<file path="config.mk">
export PLATFORM = sky130hd
export DESIGN_NAME = pwm_bank
export DESIGN_NICKNAME = d
export VERILOG_FILES = /design/src/rtl/pwm_bank_pkg.sv /design/src/rtl/pwm_bank_decode.sv /design/src/rtl/pwm_bank_setclr.sv /design/src/rtl/pwm_bank_pend.sv /design/src/rtl/pwm_bank.sv
export SDC_FILE = /design/constraint.sdc
export NUM_CORES = 1
export LEC_CHECK = 0
export ABC_AREA = 1
export BUFFER_PORTS_ARGS = -buffer_cell sky130_fd_sc_hd__buf_2
export CELL_PAD_IN_SITES_DETAIL_PLACEMENT = 1
export CELL_PAD_IN_SITES_GLOBAL_PLACEMENT = 1
export CORE_ASPECT_RATIO = 0.7
export CORE_MARGIN = 2
export CORE_UTILIZATION = 24
export CTS_CLUSTER_DIAMETER = 40
export DETAILED_ROUTE_END_ITERATION = 8
export GPL_TIMING_DRIVEN = 0
export PLACE_DENSITY_LB_ADDON = 0.1
export SLEW_MARGIN = 15
export SYNTH_ARGS = -nofsm -noshare
export SYNTH_HDL_FRONTEND = slang
export SYNTH_SLANG_ARGS = --single-unit
</file>
<file path="constraint.sdc">
create_clock -name clk_i -period 0.8 [get_ports clk_i]
set_input_delay 0.08 -clock clk_i [delete_from_list [all_inputs] [get_ports clk_i]]
set_output_delay 0.08 -clock clk_i [all_outputs]
set_load 0.02 [all_outputs]
</file>
<file path="src/rtl/pwm_bank_pkg.sv">
package pwm_bank_pkg;
  localparam int OFF_EN_SET  = 'h04;
  localparam int OFF_EN_CLR  = 'h08;
  localparam int OFF_EN_STAT = 'h0C;
  localparam int OFF_IM_SET  = 'h10;
  localparam int OFF_IM_CLR  = 'h14;
  localparam int OFF_IM_STAT = 'h18;
  localparam int OFF_PEND    = 'h1C;

  typedef struct packed {
    logic en_set;
    logic en_clr;
    logic im_set;
    logic im_clr;
    logic rd_en;
    logic rd_im;
    logic rd_pend;
  } bank_sel_t;
endpackage

</file>
<file path="src/rtl/pwm_bank_decode.sv">
module pwm_bank_decode
  import pwm_bank_pkg::*;
#(
  parameter int ADDR_W = 5
) (
  input  logic              req_i,
  input  logic              we_i,
  input  logic [ADDR_W-1:0] addr_i,
  output bank_sel_t         sel_o
);
  always_comb begin
    sel_o = '0;
    if (req_i) begin
      if (we_i) begin
        case (addr_i)
          ADDR_W'(OFF_EN_SET): sel_o.en_set = 1'b1;
          ADDR_W'(OFF_EN_CLR): sel_o.en_clr = 1'b1;
          ADDR_W'(OFF_IM_SET): sel_o.im_set = 1'b1;
          ADDR_W'(OFF_IM_CLR): sel_o.im_clr = 1'b1;
          default: ;
        endcase
      end else begin
        case (addr_i)
          ADDR_W'(OFF_EN_STAT): sel_o.rd_en   = 1'b1;
          ADDR_W'(OFF_IM_STAT): sel_o.rd_im   = 1'b1;
          ADDR_W'(OFF_PEND):    sel_o.rd_pend = 1'b1;
          default: ;
        endcase
      end
    end
  end
endmodule

</file>
<file path="src/rtl/pwm_bank_setclr.sv">
module pwm_bank_setclr #(
  parameter int W = 4
) (
  input  logic         clk_i,
  input  logic         rst_ni,
  input  logic         set_i,
  input  logic         clr_i,
  input  logic [W-1:0] bits_i,
  output logic [W-1:0] q_o
);
  for (genvar b = 0; b < W; b++) begin : g_bit
    always_ff @(posedge clk_i or negedge rst_ni) begin
      if (!rst_ni)                  q_o[b] <= 1'b0;
      else if (set_i && bits_i[b])  q_o[b] <= 1'b1;
      else if (clr_i && bits_i[b])  q_o[b] <= 1'b0;
    end
  end
endmodule

</file>
<file path="src/rtl/pwm_bank_pend.sv">
module pwm_bank_pend #(
  parameter int NCHAN = 4
) (
  input  logic             clk_i,
  input  logic             rst_ni,
  input  logic             ack_i,
  input  logic [NCHAN-1:0] evt_i,
  input  logic [NCHAN-1:0] mask_i,
  output logic [NCHAN-1:0] pend_o,
  output logic             irq_o
);
  // clear first, then merge: a same-edge event survives the ack
  always_ff @(posedge clk_i or negedge rst_ni) begin
    if (!rst_ni) pend_o <= '0;
    else         pend_o <= (ack_i ? '0 : pend_o) | evt_i;
  end

  assign irq_o = |(pend_o & mask_i);
endmodule

</file>
<file path="src/rtl/pwm_bank.sv">
module pwm_bank
  import pwm_bank_pkg::*;
#(
  parameter int NCHAN  = 4,
  parameter int DATA_W = 32,
  parameter int ADDR_W = 5
) (
  input  logic              clk_i,
  input  logic              rst_ni,
  input  logic              req_i,
  input  logic              we_i,
  input  logic [ADDR_W-1:0] addr_i,
  input  logic [DATA_W-1:0] wdata_i,
  output logic [DATA_W-1:0] rdata_o,
  input  logic [NCHAN-1:0]  evt_i,
  output logic [NCHAN-1:0]  chan_en_o,
  output logic              irq_o
);
  localparam int HI_W = DATA_W - NCHAN;

  bank_sel_t        sel;
  logic [NCHAN-1:0] wbits;
  logic [NCHAN-1:0] mask_q;
  logic [NCHAN-1:0] pend_q;
  logic             unused_wdata_hi;

  assign wbits           = wdata_i[NCHAN-1:0];
  assign unused_wdata_hi = ^wdata_i[DATA_W-1:NCHAN];

  pwm_bank_decode #(.ADDR_W(ADDR_W)) u_dec (
    .req_i (req_i),
    .we_i  (we_i),
    .addr_i(addr_i),
    .sel_o (sel)
  );

  pwm_bank_setclr #(.W(NCHAN)) u_en (
    .clk_i (clk_i),
    .rst_ni(rst_ni),
    .set_i (sel.en_set),
    .clr_i (sel.en_clr),
    .bits_i(wbits),
    .q_o   (chan_en_o)
  );

  pwm_bank_setclr #(.W(NCHAN)) u_im (
    .clk_i (clk_i),
    .rst_ni(rst_ni),
    .set_i (sel.im_set),
    .clr_i (sel.im_clr),
    .bits_i(wbits),
    .q_o   (mask_q)
  );

  pwm_bank_pend #(.NCHAN(NCHAN)) u_pend (
    .clk_i (clk_i),
    .rst_ni(rst_ni),
    .ack_i (sel.rd_pend),
    .evt_i (evt_i),
    .mask_i(mask_q),
    .pend_o(pend_q),
    .irq_o (irq_o)
  );

  always_comb begin
    rdata_o = '0;
    if (sel.rd_en)        rdata_o = {{HI_W{1'b0}}, chan_en_o};
    else if (sel.rd_im)   rdata_o = {{HI_W{1'b0}}, mask_q};
    else if (sel.rd_pend) rdata_o = {{HI_W{1'b0}}, pend_q};
  end
endmodule

</file>
**Word level (Yosys, flattened, before mapping)**

Cells that the tools add are included.

- Register bits: 12
- Output and inout bits: 37
- Logic and storage cells: 73

- Equal/unequal tests: 7
- Multiplexer cells: 30
- Bitwise logic cells: 2
- Reduce and logical (&&, ||, !) cells: 25

Operator list:

| operator | number |
|---|---|
| $mux W1 | 23 |
| $eq A5 B5 Y1 const B | 4 |
| $mux W4 | 5 |
| $logic_and A1 B1 Y1 | 16 |
| $reduce_bool A2 Y1 | 8 |
| $eq A5 B4 Y1 const B | 2 |
| $mux W7 | 1 |
| $eq A5 B3 Y1 const B | 1 |
| $and A4 B4 Y4 | 1 |
| $or A4 B4 Y4 | 1 |
| $reduce_or A4 Y1 | 1 |
| $mux W3 | 1 |

**Depth between registers and ports, before layout**

- Word-level depth: 7
- Depth in mapped cells: 6

**By module**

A second synthesis with hierarchy kept.

- Cells, all modules: 147
- Area, all modules: 948.4 um^2

Modules (own cells, without submodules):

| module | times used | cells each | area each (um^2) | seq. area each (um^2) |
|---|---|---|---|---|
| pwm_bank | 1 | 59 | 334.1 | 0.0 |
| pwm_bank_setclr | 2 | 20 | 160.2 | 100.1 |
| pwm_bank_pend | 1 | 21 | 178.9 | 100.1 |
| pwm_bank_decode | 1 | 27 | 115.1 | 0.0 |

**Worst setup path before layout**

No wires, ideal clock.

- Kind: reg-to-output
- Start point: register u_en.q_o[0]
- End point: output rdata_o[0]
- Arrival: 743 ps
- Setup slack: -23 ps
- Cell stages (with the launch flop): 3
- Path buffers: 0
- Path through: dfrtp_1 nand3_1 nand3_1

- Word-level cells in the longest chain between the ends: 1

RTL lines:

| item | RTL line | RTL |
|---|---|---|
| from (decl) | pwm_bank_setclr.sv:9 | `output logic [W-1:0] q_o` |
| from (signal, indexed assignment) | pwm_bank_setclr.sv:13 | `if (!rst_ni) q_o[b] <= 1'b0;` |
| from (signal, indexed assignment) | pwm_bank_setclr.sv:14 | `else if (set_i && bits_i[b]) q_o[b] <= 1'b1;` |
| from (signal, indexed assignment) | pwm_bank_setclr.sv:15 | `else if (clr_i && bits_i[b]) q_o[b] <= 1'b0;` |
| $mux W4 | pwm_bank.sv:67 | `if (sel.rd_en) rdata_o = {{HI_W{1'b0}}, chan_en_o};` |
| to (decl) | pwm_bank.sv:14 | `output logic [DATA_W-1:0] rdata_o,` |

No other way between the ends.

**Final worst setup path**

- Start point: register u_pend.pend_o[0]
- End point: output irq_o

- Word-level cells in the longest chain between the ends: 2

RTL lines:

| item | RTL line | RTL |
|---|---|---|
| from (decl) | pwm_bank_pend.sv:9 | `output logic [NCHAN-1:0] pend_o,` |
| from (signal assigned) | pwm_bank_pend.sv:15 | `else pend_o <= (ack_i ? '0 : pend_o) \| evt_i;` |
| $and A4 B4 Y4 | pwm_bank_pend.sv:18 | `assign irq_o = \|(pend_o & mask_i);` |
| $reduce_or A4 Y1 | pwm_bank_pend.sv:18 |  |
| to (decl) | pwm_bank.sv:17 | `output logic irq_o` |

No other way between the ends.

==> impl_metrics.csv <==
group,metric,value,unit
outcome,status,"finished with violations",
outcome,violations,"setup timing",
clocking,cts_buffer_depth,2,
placement,portBuffers,25,
finish,syn_to_final_growth,56.5,%
sta,fmax,900,MHz
sta,final-hold-violation-count,0,
detailed_routing,wl_per_cell,11.3,um
die,initial_core_util,0.247,
synthesis,syn-cell-area,950,um2
setup_path,critPathTopFamily,"flip-flops",
clocking,cts-root-buf,"clkbuf_8",
flow_run,drv_cap,0,
detailed_routing,drtIter0Drc,35,
detailed_routing,avgViaCountPerCell,4.00,
setup_path,critPathCaptureType,"output pin",
power_and_ir_drop,leakage,0.846,nW
clocking,cts_tree,"built",
setup_path,critPathKind,"reg2out",
hold_path,min_from,"evt_i[2]",
sta,setup_tns,-1.68,ns
detailed_routing,ant_nets,0,
synthesis,yosys.cell_types.count,14,
sta,setup_viol,9,
placement,routabilityCongestion,0.780,
finish,final_layout_size_suffix_gt1_frac,0.467,
synthesis,synthTopCellsByCount,"33 x nand2_1, 32 x nand3_1, 28 x buf_4, 12 x dfrtp_1, 7 x inv_1",
synthesis,yosysMostFrequentCell,"nand2_1",
synthesis,ys_ff_latch,12,
clocking,numCtsBuffers,3,
setup_path,crit_required,0.72,ns
setup_path,path_max_fanout,3,
synthesis,synth_top_area_frac,0.316,
synthesis,synthTopCellsByArea,"dfrtp_1 32%, buf_4 22%, nand3_1 17%, nand2_1 13%, nor2_4 4.7%",
die,io_pins,82,
clocking,cts_sinks,12,
setup_path,r2r-start,"u_en.q_o[1]",
placement,dp_slack,-0.366,ns
synthesis,asyncSetResetFlopFracSynth,1.00,
placement,placedCellCount,233,
detailed_routing,drc_errors,0,
die,core,0.00385,mm2
power_and_ir_drop,power_density,1400,mW/mm2
setup_path,r2r_end,"u_en.q_o[1]",
sta,period_share,1.39,
placement,dp_hpwl,2170,um
die,die_y,56.6,um
sta,period_needed,1.11,ns
clocking,htree_levels,1,
synthesis,yosysWarnings,0,
power_and_ir_drop,ir_worst_vdd,564,uV
setup_path,crit_buf_inv,1,
finish,multi_input_area,579,um2
synthesis,yosysTopAreaCell,"dfrtp_1",
hold_path,holdPathEnd,"u_pend.pend_o[2]",
setup_path,cp.arrival,1.03,ns
synthesis,syn_avg_cell_area,7.36,um2
finish,layout.nets,241,
die,dieArea,0.00448,mm2
synthesis,yosysSeqAreaShare,0.316,
hold_path,hold_depth,3,
clocking,path_clk_slew,0.06,ns
setup_path,ff2ff_path_depth,3,
sta,setup_ws,-0.311,ns
grt,antenna_found_initial,0,
synthesis,synth_top_flop_cell,"dfrtp_1",
setup_path,ff2ff_setup_slack,0.04,ns
sta,skew,0,ns
detailed_routing,num_vias,988,
sta,drv_slew,0,
finish,antenna_cells,0,
finish,stdcell_count,247,
power_and_ir_drop,finalPower,0.00209,W
detailed_routing,dr.pass1.iters,4,
setup_path,cp_slowest_cell,"dfrtp_1",
clocking,clock_latency,0.24,ns
synthesis,synth_cells,129,
setup_path,worstPathCellList,"nand2_1 -> nand4_1 -> buf_2",
grt,grt_pass1_wl,4400,um
detailed_routing,drt-total-wl,2780,um
setup_path,critPathMaxStageDelay,0.41,ns
die,fp.dieW,79.2,um
grt,grt_overflow,0,
hold_path,hp-class,"in2reg",
grt,grt_max_degree,13,
synthesis,synth-edff-count,0,
setup_path,start_kind,"register",
die,row_count,19,
grt,grt_use_total,0.130,
finish,fill_cells,506,
sta,grt_setup_unrepaired,"true",
finish,seqCellArea,300,um2
grt,grt_pass1_vias,956,
-- routing by layer --
layer	share of wire	vias to the layer above	track usage	routed length, um
li1	-	491	-	-
met1	0.44	455	0.162	1220
met4	0.0050	0	0.0296	14
met5	0	-	0	0
met2	0.49	40	0.223	1370
met3	0.065	2	0.0370	181
-- per-stage QoR --
| step | utilization | hold WS (ns) | area [um2] |
|---|---|---|---|
| after floorplan | - | -0.216 | 1070 |
| after global placement | 0.327 | -0.0184 | 1260 |
| after detailed placement | 0.327 | -0.0176 | 1260 |
| after CTS | 0.362 | 0.0142 | 1390 |
| after global routing | 0.386 | 0.0215 | 1490 |
| final | 0.386 | 0.0158 | 1490 |
-- power breakdown --
| part | switching [W] | total (W) | internal [W] |
|---|---|---|---|
| clock network | 0.000245 | 0.000681 | 0.000436 |
| registers | 0.0000551 | 0.000718 | 0.000663 |
| logic | 0.000391 | 0.000689 | 0.000298 |
| total | 0.000692 | 0.00209 | 0.00140 |
-- cell usage in the layout, fill, tap and decap left out, drive strengths merged --
cell / count
nand2: 36
nor2: 9
nand3: 32
dfrtp: 12
inv: 10
conb: 28
dlygate4sd3: 1
nor3: 1
clkbuf: 4
nand4: 1
buf: 61
-- logic make-up after synthesis --
| group | Yosys count | synth area share |
|---|---|---|
| AND/OR/NAND/NOR | 78 | 0.419 |
| buffers and inverters | 38 | 0.261 |
| flip-flops | 12 | 0.316 |
| other | 1 | 0.00395 |
-- worst max-delay path by stage --
stage / to / cells after the start / slack [ns] / startpoint
5_1_grt: irq_o / 3 / -0.36 / u_pend.pend_o[0]
2_1_floorplan: rdata_o[0] / 2 / 0.02 / u_en.q_o[0]
3_3_place_gp: rdata_o[1] / 7 / -0.35 / we_i
3_5_place_dp: rdata_o[1] / 7 / -0.37 / we_i
4_1_cts: irq_o / 3 / -0.28 / u_im.q_o[2]
6_report: irq_o / 3 / -0.31 / u_pend.pend_o[0]
-- area by class of cell --
class | count | share of cell area
plain buffers | 28 | 0.141
clock buffers | 4 | 0.0370
inverters | 10 | 0.0253
multi-input cells | 107 | 0.390
flip-flops and latches | 12 | 0.202
well taps | 52 | 0.0438
repair buffers | 34 | 0.161
-- timing repair --
item | in CTS | in global routing
hold buffers | 1 | 0
buffers inserted | 2 | 6
endpoints found under the setup margin | 9 | 9
endpoints found under the hold margin | 12 | 0
gates resized for setup | 12 | 13
cloned | 1 | 0
pin swaps | 3 | 5
-- registers in the layout, summed over array words and instances, names as in the netlist --
| name | count |
|---|---|
| u_en.q_o | 4 |
| u_im.q_o | 4 |
| u_pend.pend_o | 4 |
-- tightest hold or removal path, stage by stage --
cell	delay, ns
buf_2	0.07
inv_1	0.03
nand2_1	0.05
No activity file was read; power rests on OpenSTA's default activity.
